### src/rtl/cla2_pkg.sv
package cla2_pkg;
   parameter int CLA2_DEF_WIDTH = 16;
   parameter int CLA2_DEF_SLICE = 4;

   typedef struct packed {
      logic prop;
      logic gen;
   } cla2_pg_t;
endpackage

### src/rtl/cla2_carry_net.sv
module cla2_carry_net #(
   parameter int N = 4
) (
   input  logic [N-1:0] p_i,
   input  logic [N-1:0] g_i,
   input  logic         c0_i,
   output logic [N:0]   c_o
);
   initial begin
      if (N < 1) $error("cla2_carry_net: N must be at least 1");
   end

   always_comb begin
      logic acc;
      logic term;
      c_o[0] = c0_i;
      for (int k = 1; k <= N; k++) begin
         term = c0_i;
         for (int m = 0; m < k; m++) term = term & p_i[m];
         acc = term;
         for (int j = 0; j < k; j++) begin
            term = g_i[j];
            for (int m = j + 1; m < k; m++) term = term & p_i[m];
            acc = acc | term;
         end
         c_o[k] = acc;
      end
   end

   always_comb begin
      for (int k = 1; k <= N; k++) begin
         AST_CARRY_RECUR: assert (c_o[k] == (g_i[k-1] | (p_i[k-1] & c_o[k-1])));
      end
   end
endmodule

### src/rtl/cla2_group_pg.sv
module cla2_group_pg #(
   parameter int N = 4
) (
   input  logic [N-1:0] p_i,
   input  logic [N-1:0] g_i,
   output logic         gp_o,
   output logic         gg_o
);
   always_comb begin
      logic term;
      gp_o = &p_i;
      gg_o = 1'b0;
      for (int j = 0; j < N; j++) begin
         term = g_i[j];
         for (int m = j + 1; m < N; m++) term = term & p_i[m];
         gg_o = gg_o | term;
      end
   end
endmodule

### src/rtl/cla2_slice.sv
module cla2_slice
   import cla2_pkg::*;
#(
   parameter int SW = 4
) (
   input  logic [SW-1:0] opa_i,
   input  logic [SW-1:0] opb_i,
   input  logic          cin_i,
   output logic [SW-1:0] sum_o,
   output cla2_pg_t      grp_o
);
   logic [SW-1:0] bit_p;
   logic [SW-1:0] bit_g;
   logic [SW:0]   carry;

   genvar gi;
   generate
      for (gi = 0; gi < SW; gi++) begin : g_bit
         assign bit_p[gi] = opa_i[gi] ^ opb_i[gi];
         assign bit_g[gi] = opa_i[gi] & opb_i[gi];
         assign sum_o[gi] = bit_p[gi] ^ carry[gi];
      end
   endgenerate

   cla2_carry_net #(.N(SW)) i_carry (
      .p_i  (bit_p),
      .g_i  (bit_g),
      .c0_i (cin_i),
      .c_o  (carry)
   );

   cla2_group_pg #(.N(SW)) i_grp (
      .p_i  (bit_p),
      .g_i  (bit_g),
      .gp_o (grp_o.prop),
      .gg_o (grp_o.gen)
   );

   always_comb begin
      AST_GROUP_EXCL: assert (!(grp_o.prop && grp_o.gen));
      AST_SLICE_SUM: assert ({grp_o.gen | (grp_o.prop & cin_i), sum_o} == ({1'b0, opa_i} + {1'b0, opb_i} + {{SW{1'b0}}, cin_i}));
   end
endmodule

### src/rtl/cla2_lookahead.sv
module cla2_lookahead
   import cla2_pkg::*;
#(
   parameter int NG = 4
) (
   input  cla2_pg_t [NG-1:0] grp_i,
   input  logic              c0_i,
   output logic [NG-1:0]     slice_cin_o,
   output logic              cout_o
);
   logic [NG-1:0] gp;
   logic [NG-1:0] gg;
   logic [NG:0]   c;

   genvar gi;
   generate
      for (gi = 0; gi < NG; gi++) begin : g_unpack
         assign gp[gi] = grp_i[gi].prop;
         assign gg[gi] = grp_i[gi].gen;
      end
   endgenerate

   cla2_carry_net #(.N(NG)) i_net (
      .p_i  (gp),
      .g_i  (gg),
      .c0_i (c0_i),
      .c_o  (c)
   );

   assign slice_cin_o = c[NG-1:0];
   assign cout_o      = c[NG];

   always_comb begin
      for (int k = 0; k < NG; k++) begin
         AST_GROUP_GEN_CARRY: assert (!gg[k] || ((k == NG - 1) ? cout_o : slice_cin_o[k+1]));
      end
   end
endmodule

### src/rtl/cla2_adder.sv
module cla2_adder
   import cla2_pkg::*;
#(
   parameter int WIDTH   = CLA2_DEF_WIDTH,
   parameter int SLICE_W = CLA2_DEF_SLICE
) (
   input  logic [WIDTH-1:0] a_in,
   input  logic [WIDTH-1:0] b_in,
   input  logic             c_in,
   output logic [WIDTH-1:0] sum_out,
   output logic             c_out
);
   localparam int NSLICE = WIDTH / SLICE_W;

   initial begin
      if (SLICE_W < 1) $error("cla2_adder: SLICE_W must be at least 1");
      if (WIDTH % SLICE_W != 0) $error("cla2_adder: WIDTH must be a multiple of SLICE_W");
   end

   cla2_pg_t [NSLICE-1:0] grp;
   logic [NSLICE-1:0]     slice_cin;

   genvar gs;
   generate
      for (gs = 0; gs < NSLICE; gs++) begin : g_slice
         cla2_slice #(.SW(SLICE_W)) i_slice (
            .opa_i (a_in[gs*SLICE_W +: SLICE_W]),
            .opb_i (b_in[gs*SLICE_W +: SLICE_W]),
            .cin_i (slice_cin[gs]),
            .sum_o (sum_out[gs*SLICE_W +: SLICE_W]),
            .grp_o (grp[gs])
         );
      end

      if (NSLICE == 1) begin : g_single
         assign slice_cin[0] = c_in;
         assign c_out        = grp[0].gen | (grp[0].prop & c_in);
      end else begin : g_two_level
         cla2_lookahead #(.NG(NSLICE)) i_lcu (
            .grp_i       (grp),
            .c0_i        (c_in),
            .slice_cin_o (slice_cin),
            .cout_o      (c_out)
         );
      end
   endgenerate

   always_comb begin
      AST_SUM_MATCH: assert (sum_out == (a_in + b_in + {{(WIDTH-1){1'b0}}, c_in}));
      AST_COUT_MATCH: assert (c_out == (({1'b0, a_in} + {1'b0, b_in} + {{WIDTH{1'b0}}, c_in}) >> WIDTH));
   end
endmodule

### config.mk
export PLATFORM = sky130hd
export DESIGN_NAME = cla2_adder
export DESIGN_NICKNAME = d
export VERILOG_FILES = /design/src/rtl/cla2_pkg.sv /design/src/rtl/cla2_carry_net.sv /design/src/rtl/cla2_group_pg.sv /design/src/rtl/cla2_slice.sv /design/src/rtl/cla2_lookahead.sv /design/src/rtl/cla2_adder.sv
export SDC_FILE = /design/constraint.sdc
export NUM_CORES = 1
export LEC_CHECK = 0
export ABC_CLOCK_PERIOD_IN_PS = 3000
export BUFFER_PORTS_ARGS = -buffer_cell sky130_fd_sc_hd__buf_4
export CORE_MARGIN = 4
export CORE_UTILIZATION = 43
export DETAILED_ROUTE_END_ITERATION = 16
export PLACE_DENSITY = 0.84
export SLEW_MARGIN = 0
export SYNTH_ARGS = -nofsm -noshare
export SYNTH_HDL_FRONTEND = slang
export SYNTH_SLANG_ARGS = --single-unit
export TNS_END_PERCENT = 100
### constraint.sdc
create_clock -name vclk -period 3
set_input_delay 0.3 -clock vclk [all_inputs]
set_output_delay 0.3 -clock vclk [all_outputs]
set_load 0.1 [all_outputs]
# Yosys cells after proc, flatten, opt, wreduce, memory -nomap -nowiden
# Index checks and enable logic that the tools add are counted.
[totals]
ff_bits = 0
inputBits = 33
out_inout_bits = 17
elab_cells = 144
[classes]
bitwise = 140
reduce_logical = 4
[op_table]
columns = ["op", "n"]
rows = [
  ["$and A1 B1 Y1", 62],
  ["$or A1 B1 Y1", 46],
  ["$xor A1 B1 Y1", 32],
  ["$reduce_and A4 Y1", 4],
]

# Depth between registers and ports, before layout
# Gate-level depths: netlist of run 1.
[depth]
depth_word = 19
depth_mapped = 10

# Hierarchy
# Synthesis of run 1 repeated with hierarchy kept, for this count alone.
[hier_totals]
cells_unflattened = 86
area_unflattened_um2 = 676.9
[modules_own_cells]
columns = ["module", "instances", "cells_each", "area_per_inst_um2"]
rows = [
  ["cla2_slice", 4, 8, 85.1],
  ["cla2_carry_net", 5, 6, 46.3],
  ["cla2_group_pg", 4, 6, 26.3],
]

# Worst setup path before layout of run 1
# Ideal clock, no wire load.
[synth_path]
path_type = "input to output"
startpoint = "input a_in[1]"
endpoint = "output sum_out[15]"
arrival_time_ns = 3.300
slack_ns = -0.600
cell_stages = 10
n_path_buf = 0
cell_sequence = "ha_1 > nand3_1 > a32oi_2 > a21oi_2 > o21bai_1 > ha_1 > o21a_1 > o21a_1 > nor2_1 > xnor2_1"
[synth_between]
elab_chain_cells = 19
[synth_rtl]
columns = ["item", "line_no", "source"]
rows = [
  ["start, declared", "cla2_adder.sv:7", "input logic [WIDTH-1:0] a_in,"],
  ["$xor A1 B1 Y1", "cla2_slice.sv:19", "assign bit_p[gi] = opa_i[gi] ^ opb_i[gi];"],
  ["$and A1 B1 Y1 (3 in a row)", "-", ""],
  ["$or A1 B1 Y1 (3 in a row)", "cla2_group_pg.sv:16", "gg_o = gg_o | term;"],
  ["$and A1 B1 Y1 (2 in a row)", "cla2_carry_net.sv:23", "for (int m = j + 1; m < k; m++) term = term & p_i[m];"],
  ["$or A1 B1 Y1 (*) (3 in a row)", "cla2_carry_net.sv:24", "acc = acc | term;"],
  ["$and A1 B1 Y1 (*)", "cla2_carry_net.sv:19", "for (int m = 0; m < k; m++) term = term & p_i[m];"],
  ["$and A1 B1 Y1 (*)", "-", ""],
  ["$and A1 B1 Y1 (*)", "cla2_carry_net.sv:19", ""],
  ["$or A1 B1 Y1 (*) (3 in a row)", "cla2_carry_net.sv:24", ""],
  ["$xor A1 B1 Y1 (*)", "cla2_slice.sv:21", "assign sum_o[gi] = bit_p[gi] ^ carry[gi];"],
  ["end, declared", "cla2_adder.sv:10", "output logic [WIDTH-1:0] sum_out,"],
]
# Mark *: on every way between the ends. The rest lies on a longest branch, timed or not.

# Worst setup path in the final report of run 1
[layout_path]
startpoint = "input a_in[3]"
endpoint = "output sum_out[11]"
[layout_between]
elab_chain_cells = 15
[layout_rtl]
columns = ["item", "line_no"]
rows = [
  ["$xor A1 B1 Y1", "cla2_slice.sv:19"],
  ["$and A1 B1 Y1", "-"],
  ["$or A1 B1 Y1 (3 in a row)", "cla2_group_pg.sv:16"],
  ["$and A1 B1 Y1", "cla2_carry_net.sv:23"],
  ["$or A1 B1 Y1 (*) (2 in a row)", "cla2_carry_net.sv:24"],
  ["$and A1 B1 Y1 (*)", "cla2_carry_net.sv:19"],
  ["$and A1 B1 Y1 (*) (2 in a row)", "-"],
  ["$or A1 B1 Y1 (*) (3 in a row)", "cla2_carry_net.sv:24"],
  ["$xor A1 B1 Y1 (*)", "cla2_slice.sv:21"],
]
# Marks and branches as above.

==> metrics.md, run 1 <==
| Metric | Value |
|---|---|
| Tightest slew margin relative to the limit | `0.808` |
| Power Total | `615 uW` |
| Antenna Diode Count | `0` |
| Syn Inst Count | `a little over 80` |
| Via count | `753` |
| Estimated wirelength of the detail-placed design | `approximately 1800 microns` |
| Netlist area before placement | `687 sq um` |
| Gpl congestion | `between 0.7 and 0.8` |
| Setup repair after global routing missed its margin | `no` |
| Antenna violations before repair | `0` |
| Class of the tightest hold or removal check | `in -> out` |
| Die boundary height | `roughly 48 microns` |
| Vias per inst | `5.05` |
| Grt total ovfl | `0` |
| Total I/O pin count | `50` |
| Final slew viol count | `0` |
| Sum of negative setup slack | `0 ns` |
| Post-synthesis sequential area ratio | `0` |
| Internal power | `around 160 uW` |
| Flip-flop and latch count | `0` |
| Detailed Routing Iterations Pass 1 | `2` |
| Final Cycle Share | `0.938` |
| Required time worst endpoint | `roughly 2.7 ns` |
| Switch share | `0.738` |
| WL final | `1880 microns` |
| Worst-case setup slack after placement | `between 0.04 and 0.05 ns` |
| Detailed-route DRC error count | `0` |
| Die X | `about 48 microns` |
| Final routed wire length divided by cell count | `between 10 and 15 microns` |
| Number of failing setup endpoints in the final timing report | `0` |
| Area post-placement | `1130 sq um` |
| Library cell occupying the most area in the post-synthesis netlist | `sky130_fd_sc_hd__ha_1` |
| Synthesized netlist net count | `between 100 and 150` |
| Combinational cell fraction of total power | `1.000` |
| First-pass GRT wire length | `2860 microns` |
| Switch Pwr | `approximately 450 uW` |
| Post-layout min period | `2.81 ns` |
| Warnings from Yosys | `0` |
| Area share of the largest cell type after synthesis | `0.364` |
| Cell family contributing the most delay on the critical path | `compound AO/OA/AOI/OAI gates` |
| Syn Area/Cell | `between 8 and 9 sq um` |
| Combinational family with the most area after synthesis | `adder cells` |
| Largest net degree at the start of global routing | `6` |
| Critical path's largest stage delay | `about 0.32 ns` |
| Max Cap Violations | `0` |
| Effective utilization at floorplan | `0.456` |
| Area of the placeable core | `roughly 1500 sq um` |
| Cts repair resizes | `0` |
| Least setup slack across all paths after layout | `around 0.19 ns` |
| Biggest area contributors in the synthesized netlist | `sky130_fd_sc_hd__ha_1, sky130_fd_sc_hd__fa_1, sky130_fd_sc_hd__o21a_1` |
| Clock buffer count in the final layout | `0` |
| Initial detailed-routing violation count | `1` |
| Run status | `completed` |
| Leakage power summed over all cells | `0.602 nW` |
| Type of origin of the critical path | `primary input` |
| Port bufs | `50` |
| Seq pwr share | `0` |
| Maximum net fanout on the critical path | `3` |
| Post-Synth Adder-Cell Area | `0.481` |
| Worst-margin pin slew | `approximately 0.28 ns` |
| Maximum ir drop on the vdd rail | `352 uV` |
| Count of cell types in the netlist | `20` |
| Xor and xnor area share after synthesis | `0.115` |
| Setup crit end kind | `output pin` |
| Seq. cell area | `0 sq um` |
| Final non-filler cell area | `approximately 1100 sq um` |
| WP buf/inv | `3` |
| Vias in the first global route | `around 720` |
| Final hold slack | `about 1.1 ns` |
| Master of the slowest instance on the critical path | `sky130_fd_sc_hd__ha_1` |
| Count of nets after finishing | `192` |
| Category of the critical setup timing path | `in -> out` |
| Count of antenna-violating nets left after detailed routing | `0` |
| Die Outline Area | `about 2300 sq um` |
| Overall routing resource usage | `0.163` |
| F_max | `around 0.36 GHz` |
| Simple-Gate Fraction of Synth Area | `0.135` |
| Post-synthesis compound-gate area fraction | `0.237` |
| Number of setup buffers added after CTS | `0` |
| Layout cell share with drive strength beyond 1 | `0.489` |
| Hold bufs inserted after CTS | `0` |
| Relative contribution of the clock network to total power | `0` |
| Power per standard cell area | `about 540 nW/um^2` |
| CP arrival | `roughly 2.5 ns` |
| Layout Area Growth over Synthesis | `67.2%` |
| Number of hold violations in the final report | `0` |
| Ordered cell list for the critical path | `buf_4, ha_1, a21oi_1, a32oi_2, a21oi_2, inv_1, ha_1, o21a_1, o21a_1, nor2_1, xnor2_2, buf_6` |
| Placement Rows | `14` |
| Mux contribution to synthesized area | `0` |
-- power groups by stage --
stage / Sequential (mW) / Clock (mW) / Combinational (mW)
6_report: 0 / 0 / 0.615
3_5_place_dp: 0 / 0 / 0.611
4_1_cts: 0 / 0 / 0.612
5_1_grt: 0 / 0 / 0.644
2_1_floorplan: 0 / 0 / 0.485
3_3_place_gp: 0 / 0 / 0.603
-- per-stage QoR --
step            util  std cells
5_1_grt        0.762        149
2_1_floorplan      -         83
6_report       0.762        149
4_1_cts        0.753        149
3_3_place_gp   0.753        149
3_5_place_dp   0.753        149
-- layout make-up --
type                       count  area [sq um]
timing repair buffer          50           383
fill                         126           358
inverter                       6          22.5
tap                           16          20.0
multi-input combinational     77           723
-- layer usage --
layer | part of all wire | global-route usage
met5 | 0 | 0
met3 | 0.073 | 0.00376
met4 | 0 | 0
met2 | 0.55 | 0.332
met1 | 0.37 | 0.197
-- worst paths after layout --
kind / start / endpoint / slack, ns / cells after the start
max: a_in[3] / sum_out[11] / 0.19 / 12
min: b_in[3] / sum_out[3] / 1.14 / 4
-- cells in the final DEF (no fill, tap or decap), drive strengths merged --
| master | count |
|---|---|
| nand3 | 1 |
| buf | 50 |
| a221oi | 1 |
| a21o | 2 |
| nand2 | 7 |
| nand4 | 1 |
| a32oi | 1 |
| inv | 6 |
| xor2 | 4 |
| fa | 4 |
| nor3 | 3 |
| and4 | 1 |
| a21oi | 8 |
| o21a | 6 |
| o21bai | 1 |
| ha | 20 |
| o21ai | 4 |
| xnor2 | 5 |
| nor2 | 8 |
-- logic make-up (layout without fill, tap and decap cells) --
group           after synthesis  count (layout)
compound gates               23              23
buf+inv                       6              56
simple gates                 21              21
xor+xnor                      9               9
fa+ha+maj                    24              24
-- worst min-delay path, delay by kind of cell --
family,cells,cell delay [ns]
adder cells (fa/ha/maj),1,0.15
buffers and inverters,2,0.31
XOR/XNOR,1,0.08
-- synth_stat cells --
cell                        n
sky130_fd_sc_hd__ha_1      20
sky130_fd_sc_hd__nor2_1     8
sky130_fd_sc_hd__a21oi_1    7
sky130_fd_sc_hd__nand2_1    7
sky130_fd_sc_hd__inv_1      6
sky130_fd_sc_hd__o21a_1     6
sky130_fd_sc_hd__xnor2_1    5
sky130_fd_sc_hd__fa_1       4
sky130_fd_sc_hd__xor2_1     4
sky130_fd_sc_hd__nor3_1     3
sky130_fd_sc_hd__o21ai_0    3
sky130_fd_sc_hd__a21o_1     2
sky130_fd_sc_hd__a21oi_2    1
sky130_fd_sc_hd__a221oi_2   1
sky130_fd_sc_hd__a32oi_2    1
sky130_fd_sc_hd__and4_2     1
sky130_fd_sc_hd__nand3_1    1
sky130_fd_sc_hd__nand4_1    1
sky130_fd_sc_hd__o21ai_1    1
sky130_fd_sc_hd__o21bai_1   1
Power figures use the tool's default switching activity.
==> run 2: changes to the inputs <==
ABC_AREA = 1   (was not set)
CORE_UTILIZATION = 45   (was 43)
PLACE_DENSITY = 0.86   (was 0.84)
==> run 2 against run 1 <==
Setup slack better by 0.12 ns. Highest routed layer unchanged. Critical endpoint unchanged. Critical path type unchanged. Sequential share of layout area stayed put. Combinational power is 3% higher. Wire length is 3.7% lower. Total power is 3.0% higher. Global-route usage hardly changed. Synthesized cell count is 19% higher. First-iteration DRC count grew to 7.0 times the previous value. Sequential cell count stayed put.
==> metrics.md, run 2 <==
| Metric | Value |
|---|---|
| Required time worst endpoint | `2.70 ns (about the same)` |
| Power Total | `633 uW (+3.0%)` |
| Gpl congestion | `0.799 (+2.5%)` |
| Hold bufs inserted after CTS | `0 (unchanged)` |
| Commonest non-fill, non-tap cell in the layout | `sky130_fd_sc_hd__buf_4` |
| Vias per inst | `4.81 (-4.9%)` |
| Biggest area contributors in the synthesized netlist | `sky130_fd_sc_hd__ha_1, sky130_fd_sc_hd__nand2_1, sky130_fd_sc_hd__fa_1` |
| Grt peak-use layer | `met2` |
| Number of hold violations in the final report | `0 (unchanged)` |
| Netlist area before placement | `736 sq um (+7.1%)` |
| Count of antenna-violating nets left after detailed routing | `0 (unchanged)` |
| Switch share | `0.752 (+0.0140)` |
| Synthesized netlist net count | `156 (+11%)` |
| Clock buffer count in the final layout | `0 (unchanged)` |
| Via count | `793 (+5.3%)` |
| Initial detailed-routing violation count | `7 (+6)` |
| WL final | `1810 microns (-3.7%)` |
| Syn Inst Count | `99 (+19%)` |
| Total I/O pin count | `50 (unchanged)` |
| CP arrival | `2.40 ns (-0.11 ns)` |
| F_max | `0.371 GHz (+4.4%)` |
| Setup crit end kind | `output pin` |
| Die boundary height | `48.4 microns (+0.97%)` |
| Commonest cells post-synth | `sky130_fd_sc_hd__nand2_1, sky130_fd_sc_hd__ha_1, sky130_fd_sc_hd__inv_1` |
| Layout fillers | `120 (-4.8%)` |
| Flip-flop and latch count | `0 (unchanged)` |
| Post-synthesis sequential area ratio | `0 (unchanged)` |
| Antenna violations before repair | `0 (unchanged)` |
| Layout cell share with drive strength beyond 1 | `0.463 (-0.0256)` |
| Count of cell types in the netlist | `17 (-15%)` |
| Run status | `completed` |
| Final routed wire length divided by cell count | `11.0 microns (-13%)` |
| Worst-margin pin slew | `0.283 ns (-0.00132 ns)` |
| Detailed-route DRC error count | `0 (unchanged)` |
| Switch Pwr | `476 uW (+4.9%)` |
| Layout Area Growth over Synthesis | `62.9%` |
| Final Cycle Share | `0.899 (-0.0393)` |
| Power per standard cell area | `528 nW/um^2 (-1.3%)` |
| First-pass GRT wire length | `3380 microns (+18%)` |
| Die Outline Area | `2350 sq um (+1.9%)` |
| Antenna Diode Count | `0 (unchanged)` |
| Vias in the first global route | `815 (+14%)` |
| Final core area utilization | `0.787 (+0.0241)` |
| Leakage power summed over all cells | `0.669 nW (+11%)` |
| Category of the critical setup timing path | `in -> out` |
| Area post-placement | `1200 sq um (+5.6%)` |
| Number of failing setup endpoints in the final timing report | `0 (unchanged)` |
| Met1 global-route usage | `0.212 (+0.0145)` |
| Seq. cell area | `0 sq um (unchanged)` |
| Tightest slew margin relative to the limit | `0.813 (+0.00443)` |
| Cts repair resizes | `0 (unchanged)` |
| Area share of the largest cell type after synthesis | `0.340 (-0.0242)` |
| Type of origin of the critical path | `primary input` |
| Final slew viol count | `0 (unchanged)` |
| Maximum ir drop on the vdd rail | `544 uV (+54%)` |
| Estimated wirelength of the detail-placed design | `1740 microns (-1.5%)` |
| Most common cell in the netlist | `sky130_fd_sc_hd__nand2_1` |
| Library cell occupying the most area in the post-synthesis netlist | `sky130_fd_sc_hd__ha_1` |
| Warnings from Yosys | `0 (unchanged)` |
| Internal power | `157 uW (-2.5%)` |
| Placement Rows | `14 (unchanged)` |
| Count of nets after finishing | `208 (+8.3%)` |
| Relative contribution of the clock network to total power | `0 (unchanged)` |
| Syn Area/Cell | `7.43 sq um (-10%)` |
| Combinational cell fraction of total power | `1.000 (about the same)` |
| Detailed Routing Iterations Pass 1 | `4 (+2)` |
| Die X | `48.4 microns (+0.97%)` |
| Overall routing resource usage | `0.163 (-0.000228)` |
| Port bufs | `50 (unchanged)` |
| Area of the placeable core | `1520 sq um (+1.2%)` |
| Effective utilization at floorplan | `0.483 (+0.0268)` |
| Maximum net fanout on the critical path | `3 (unchanged)` |
| Class of the tightest hold or removal check | `in -> out` |
| Number of cells in the finished layout apart from fillers | `165 (+11%)` |
| Commonest non-fill, non-tap cells in the layout | `sky130_fd_sc_hd__buf_4, sky130_fd_sc_hd__nand2_1, sky130_fd_sc_hd__ha_1` |
| Seq pwr share | `0 (unchanged)` |
| Largest net degree at the start of global routing | `5 (-1)` |
| Number of setup buffers added after CTS | `0 (unchanged)` |
| Max Cap Violations | `0 (unchanged)` |
| Global-route met2 utilization | `0.302 (-0.0303)` |
| GR Layer Usage met3 | `0.0184 (+0.0146)` |
| Setup repair after global routing missed its margin | `no` |
| Final non-filler cell area | `1200 sq um (+4.4%)` |
| Grt total ovfl | `0 (unchanged)` |
| Placed cell count | `165 (+11%)` |
| Post-layout min period | `2.70 ns (-0.118 ns)` |
| Sum of negative setup slack | `0 ns (unchanged)` |
==> run 2: changes by cell type in the layout (fill, tap and decap cells not counted), moves of 4 or more <==
cell	delta
sky130_fd_sc_hd__nand3_1	+6
sky130_fd_sc_hd__nand2_1	+18
sky130_fd_sc_hd__nor2_1	-4
sky130_fd_sc_hd__inv_1	+6
sky130_fd_sc_hd__o21a_1	-6
sky130_fd_sc_hd__xor2_2	+4
==> run 2: final timing paths <==
check / startpoint / end / depth (start not counted) / slack, ns
worst max-delay path: a_in[2] / sum_out[11] / 14 / 0.30
worst min-delay path: b_in[4] / sum_out[4] / 3 / 1.13
==> run 2: power by group through the flow <==
stage          combinational (mW)  clock, mW  sequential, mW
6_report                    0.633          0               0
5_1_grt                     0.665          0               0
4_1_cts                     0.637          0               0
3_5_place_dp                0.636          0               0
3_3_place_gp                0.628          0               0
2_1_floorplan               0.510          0               0
==> run 2: cells by family after synthesis <==
| group | share of synthesized area |
|---|---|
| AO/OA/AOI/OAI | 0.0816 |
| XOR/XNOR | 0.143 |
| adder cells (fa/ha/maj) | 0.449 |
| buffers and inverters | 0.0612 |
| AND/OR/NAND/NOR | 0.265 |
==> run 2: stage by stage <==
stage | hold WS (ns) | setup WS, ns
detailed placement | 1.14 | 0.286
global route | 1.15 | 0.0913
global placement | 1.13 | 0.324
CTS | 1.14 | 0.275
floorplan | 1.11 | 0.164
finish | 1.13 | 0.303
==> run 2: worst max-delay path, stage by stage <==
cell                      delay, ns
sky130_fd_sc_hd__buf_4         0.11
sky130_fd_sc_hd__ha_1          0.33
sky130_fd_sc_hd__nand2_1       0.12
sky130_fd_sc_hd__inv_1         0.04
sky130_fd_sc_hd__nand2_1       0.07
sky130_fd_sc_hd__nand2_2       0.05
sky130_fd_sc_hd__o21ai_0       0.14
sky130_fd_sc_hd__nand3_1       0.14
sky130_fd_sc_hd__ha_1          0.22
sky130_fd_sc_hd__nand2_1       0.06
sky130_fd_sc_hd__nand3_1       0.13
sky130_fd_sc_hd__a21oi_1       0.25
sky130_fd_sc_hd__xnor2_2       0.13
sky130_fd_sc_hd__buf_4         0.30
==> run 2: layout make-up <==
cell class | count | area, sq um | share of cell area
repair buffers | 50 | 375 | 0.313
inverters | 12 | 45.0 | 0.0376
multi-input cells | 87 | 758 | 0.633
well taps | 16 | 20.0 | 0.0167
==> run 2: metal layers <==
layer  vias to the layer above  part of all wire  wire length [microns]
li1                        417                 -                      -
met5                         -                 0                      0
met3                         0             0.066                    120
met2                        22              0.54                    982
met4                         0                 0                      0
met1                       354              0.39                    707
==> run 3: changes to the inputs <==
CORE_UTILIZATION = 29   (was 45)
PLACE_DENSITY = not set   (was 0.86)
==> run 3 against run 2 <==
Die area up 45%. Combinational power about the same. Non-clock buffer count unchanged. Largest power group unchanged.
==> metrics.md, run 3 (synthesized netlist as in run 2, its figures left out) <==
| Metric | Value |
|---|---|
| Run status | `completed` |
| Via count | `787 (-0.76%)` |
| Post-layout min period | `2.72 ns (+0.0238 ns)` |
| Gpl congestion | `0.718 (-10%)` |
| Final routed wire length divided by cell count | `10.5 microns (-4.7%)` |
| First-pass GRT wire length | `3370 microns (-0.41%)` |
| CP arrival | `2.42 ns (+0.02 ns)` |
| Clock buffer count in the final layout | `0 (unchanged)` |
| Cell repeated most along the worst path | `sky130_fd_sc_hd__nand2_1` |
| Count of antenna-violating nets left after detailed routing | `0 (unchanged)` |
| Class of the tightest hold or removal check | `in -> out` |
| Number of setup buffers added after CTS | `0 (unchanged)` |
| Grt total ovfl | `0 (unchanged)` |
| Count of nets after finishing | `208 (unchanged)` |
| Layout cell share with drive strength beyond 1 | `0.463 (unchanged)` |
| Number of failing setup endpoints in the final timing report | `0 (unchanged)` |
| Final slew viol count | `0 (unchanged)` |
| Sum of negative setup slack | `0 ns (unchanged)` |
| Leakage power summed over all cells | `0.669 nW (unchanged)` |
| Number of hold violations in the final report | `0 (unchanged)` |
| Vias in the first global route | `804 (-1.3%)` |
| Final Cycle Share | `0.907 (+0.00795)` |
| Setup crit end kind | `output pin` |
| Tightest slew margin relative to the limit | `0.813 (about the same)` |
| Critical path's largest stage delay | `0.32 ns (about the same)` |
| WL final | `1850 microns (+2.3%)` |
| Least setup slack across all paths after layout | `0.280 ns (-0.0238 ns)` |
| Area of the placeable core | `2320 sq um (+52%)` |
| Ordered cell list for the critical path | `buf_4, ha_1, nand2_1, inv_1, nand2_1, nand2_2, o21ai_0, nand3_1, ha_1, nand2_1, nand3_1, a21oi_1, xnor2_2, buf_4` |
| Overall routing resource usage | `0.115 (-0.0480)` |
| Flip-flop and latch count | `0 (unchanged)` |
| Power per standard cell area | `523 nW/um^2 (-1.0%)` |
| Port bufs | `50 (unchanged)` |
| Die Outline Area | `3410 sq um (+45%)` |
| Max Cap Violations | `0 (unchanged)` |
| Worst-case setup slack after placement | `0.285 ns (-0.000682 ns)` |
| Seq. cell area | `0 sq um (unchanged)` |
| Commonest non-fill, non-tap cells in the layout | `sky130_fd_sc_hd__buf_4, sky130_fd_sc_hd__nand2_1, sky130_fd_sc_hd__ha_1` |
| Detailed-route DRC error count | `0 (unchanged)` |
| Largest net degree at the start of global routing | `5 (unchanged)` |
| Layout Area Growth over Synthesis | `65.0%` |
| Vias per inst | `4.45 (-7.5%)` |
| Cts repair resizes | `0 (unchanged)` |
| Cell family contributing the most delay on the critical path | `simple AND/OR/NAND/NOR gates` |
| Estimated wirelength of the detail-placed design | `1790 microns (+2.9%)` |
| Maximum ir drop on the vdd rail | `281 uV (-48%)` |
| Commonest non-fill, non-tap cell in the layout | `sky130_fd_sc_hd__buf_4` |
| Layout fillers | `224 (+87%)` |
| Master of the slowest instance on the critical path | `sky130_fd_sc_hd__ha_1` |
| Die boundary height | `58.4 microns (+21%)` |
| Area used by multi-input combinational logic | `758 sq um (unchanged)` |
| Maximum net fanout on the critical path | `3 (unchanged)` |
| Antenna Diode Count | `0 (unchanged)` |
| Placement Rows | `17 (+3)` |
| Antenna violations before repair | `0 (unchanged)` |
| Category of the critical setup timing path | `in -> out` |
| Detailed Routing Iterations Pass 1 | `2 (-2)` |
| Total I/O pin count | `50 (unchanged)` |
| Required time worst endpoint | `2.70 ns (about the same)` |
| WP buf/inv | `3 (unchanged)` |
| Die X | `58.4 microns (+21%)` |
| Type of origin of the critical path | `primary input` |
| F_max | `0.368 GHz (-0.88%)` |
| Initial detailed-routing violation count | `9 (+2)` |
| Setup repair after global routing missed its margin | `no` |
| Effective utilization at floorplan | `0.317 (-0.165)` |
| Hold bufs inserted after CTS | `0 (unchanged)` |
| Worst-margin pin slew | `0.283 ns (-0.000418 ns)` |
run 3: cell counts in the layout (fill, tap and decap cells not counted):
Identical to the previous run, type by type.
run 3: final cells by class:
class | instances | share of cell area
Timing Repair Buffer | 50 | 0.309
Inverter | 12 | 0.0371
Tap cell | 28 | 0.0289
Multi-Input combinational cell | 87 | 0.625
run 3: per-layer routing:
| metal | up-vias | wire, microns | GRT usage |
|---|---|---|---|
| li1 | 417 | - | - |
| met1 | 347 | 778 | 0.162 |
| met2 | 23 | 931 | 0.206 |
| met3 | 0 | 141 | 0.00658 |
| met4 | 0 | 0 | 0 |
| met5 | - | 0 | 0 |
run 3: worst paths after layout:
| kind | start | endpoint | slack, ns | cells past startpoint |
|---|---|---|---|---|
| hold / removal | b_in[3] | sum_out[3] | 1.14 | 4 |
| setup / recovery | a_in[2] | sum_out[11] | 0.28 | 14 |
run 3: per-stage QoR:
stage	hold slack (ns)	cells	power, mW	cell area, sq um	utilization
finish	1.14	177	0.634	1210	0.523
global route	1.15	177	0.668	1210	0.523
detailed placement	1.14	177	0.639	1210	0.523
floorplan	1.11	99	0.510	803	-
CTS	1.14	177	0.640	1210	0.523
global placement	1.13	177	0.632	1210	0.523
run 3: report_power, final:
part / internal, mW / total [mW] / switching, mW / leakage, nW
Clock: 0 / 0 / 0 / 0
Combinational: 0.157 / 0.634 / 0.477 / 0.669
Sequential: 0 / 0 / 0 / 0
run 3: tightest hold or removal path, cell delays in order:
cell and delay [ns]:
sky130_fd_sc_hd__buf_4 0.08, sky130_fd_sc_hd__ha_1 0.16, sky130_fd_sc_hd__xnor2_1 0.08, sky130_fd_sc_hd__buf_4 0.22
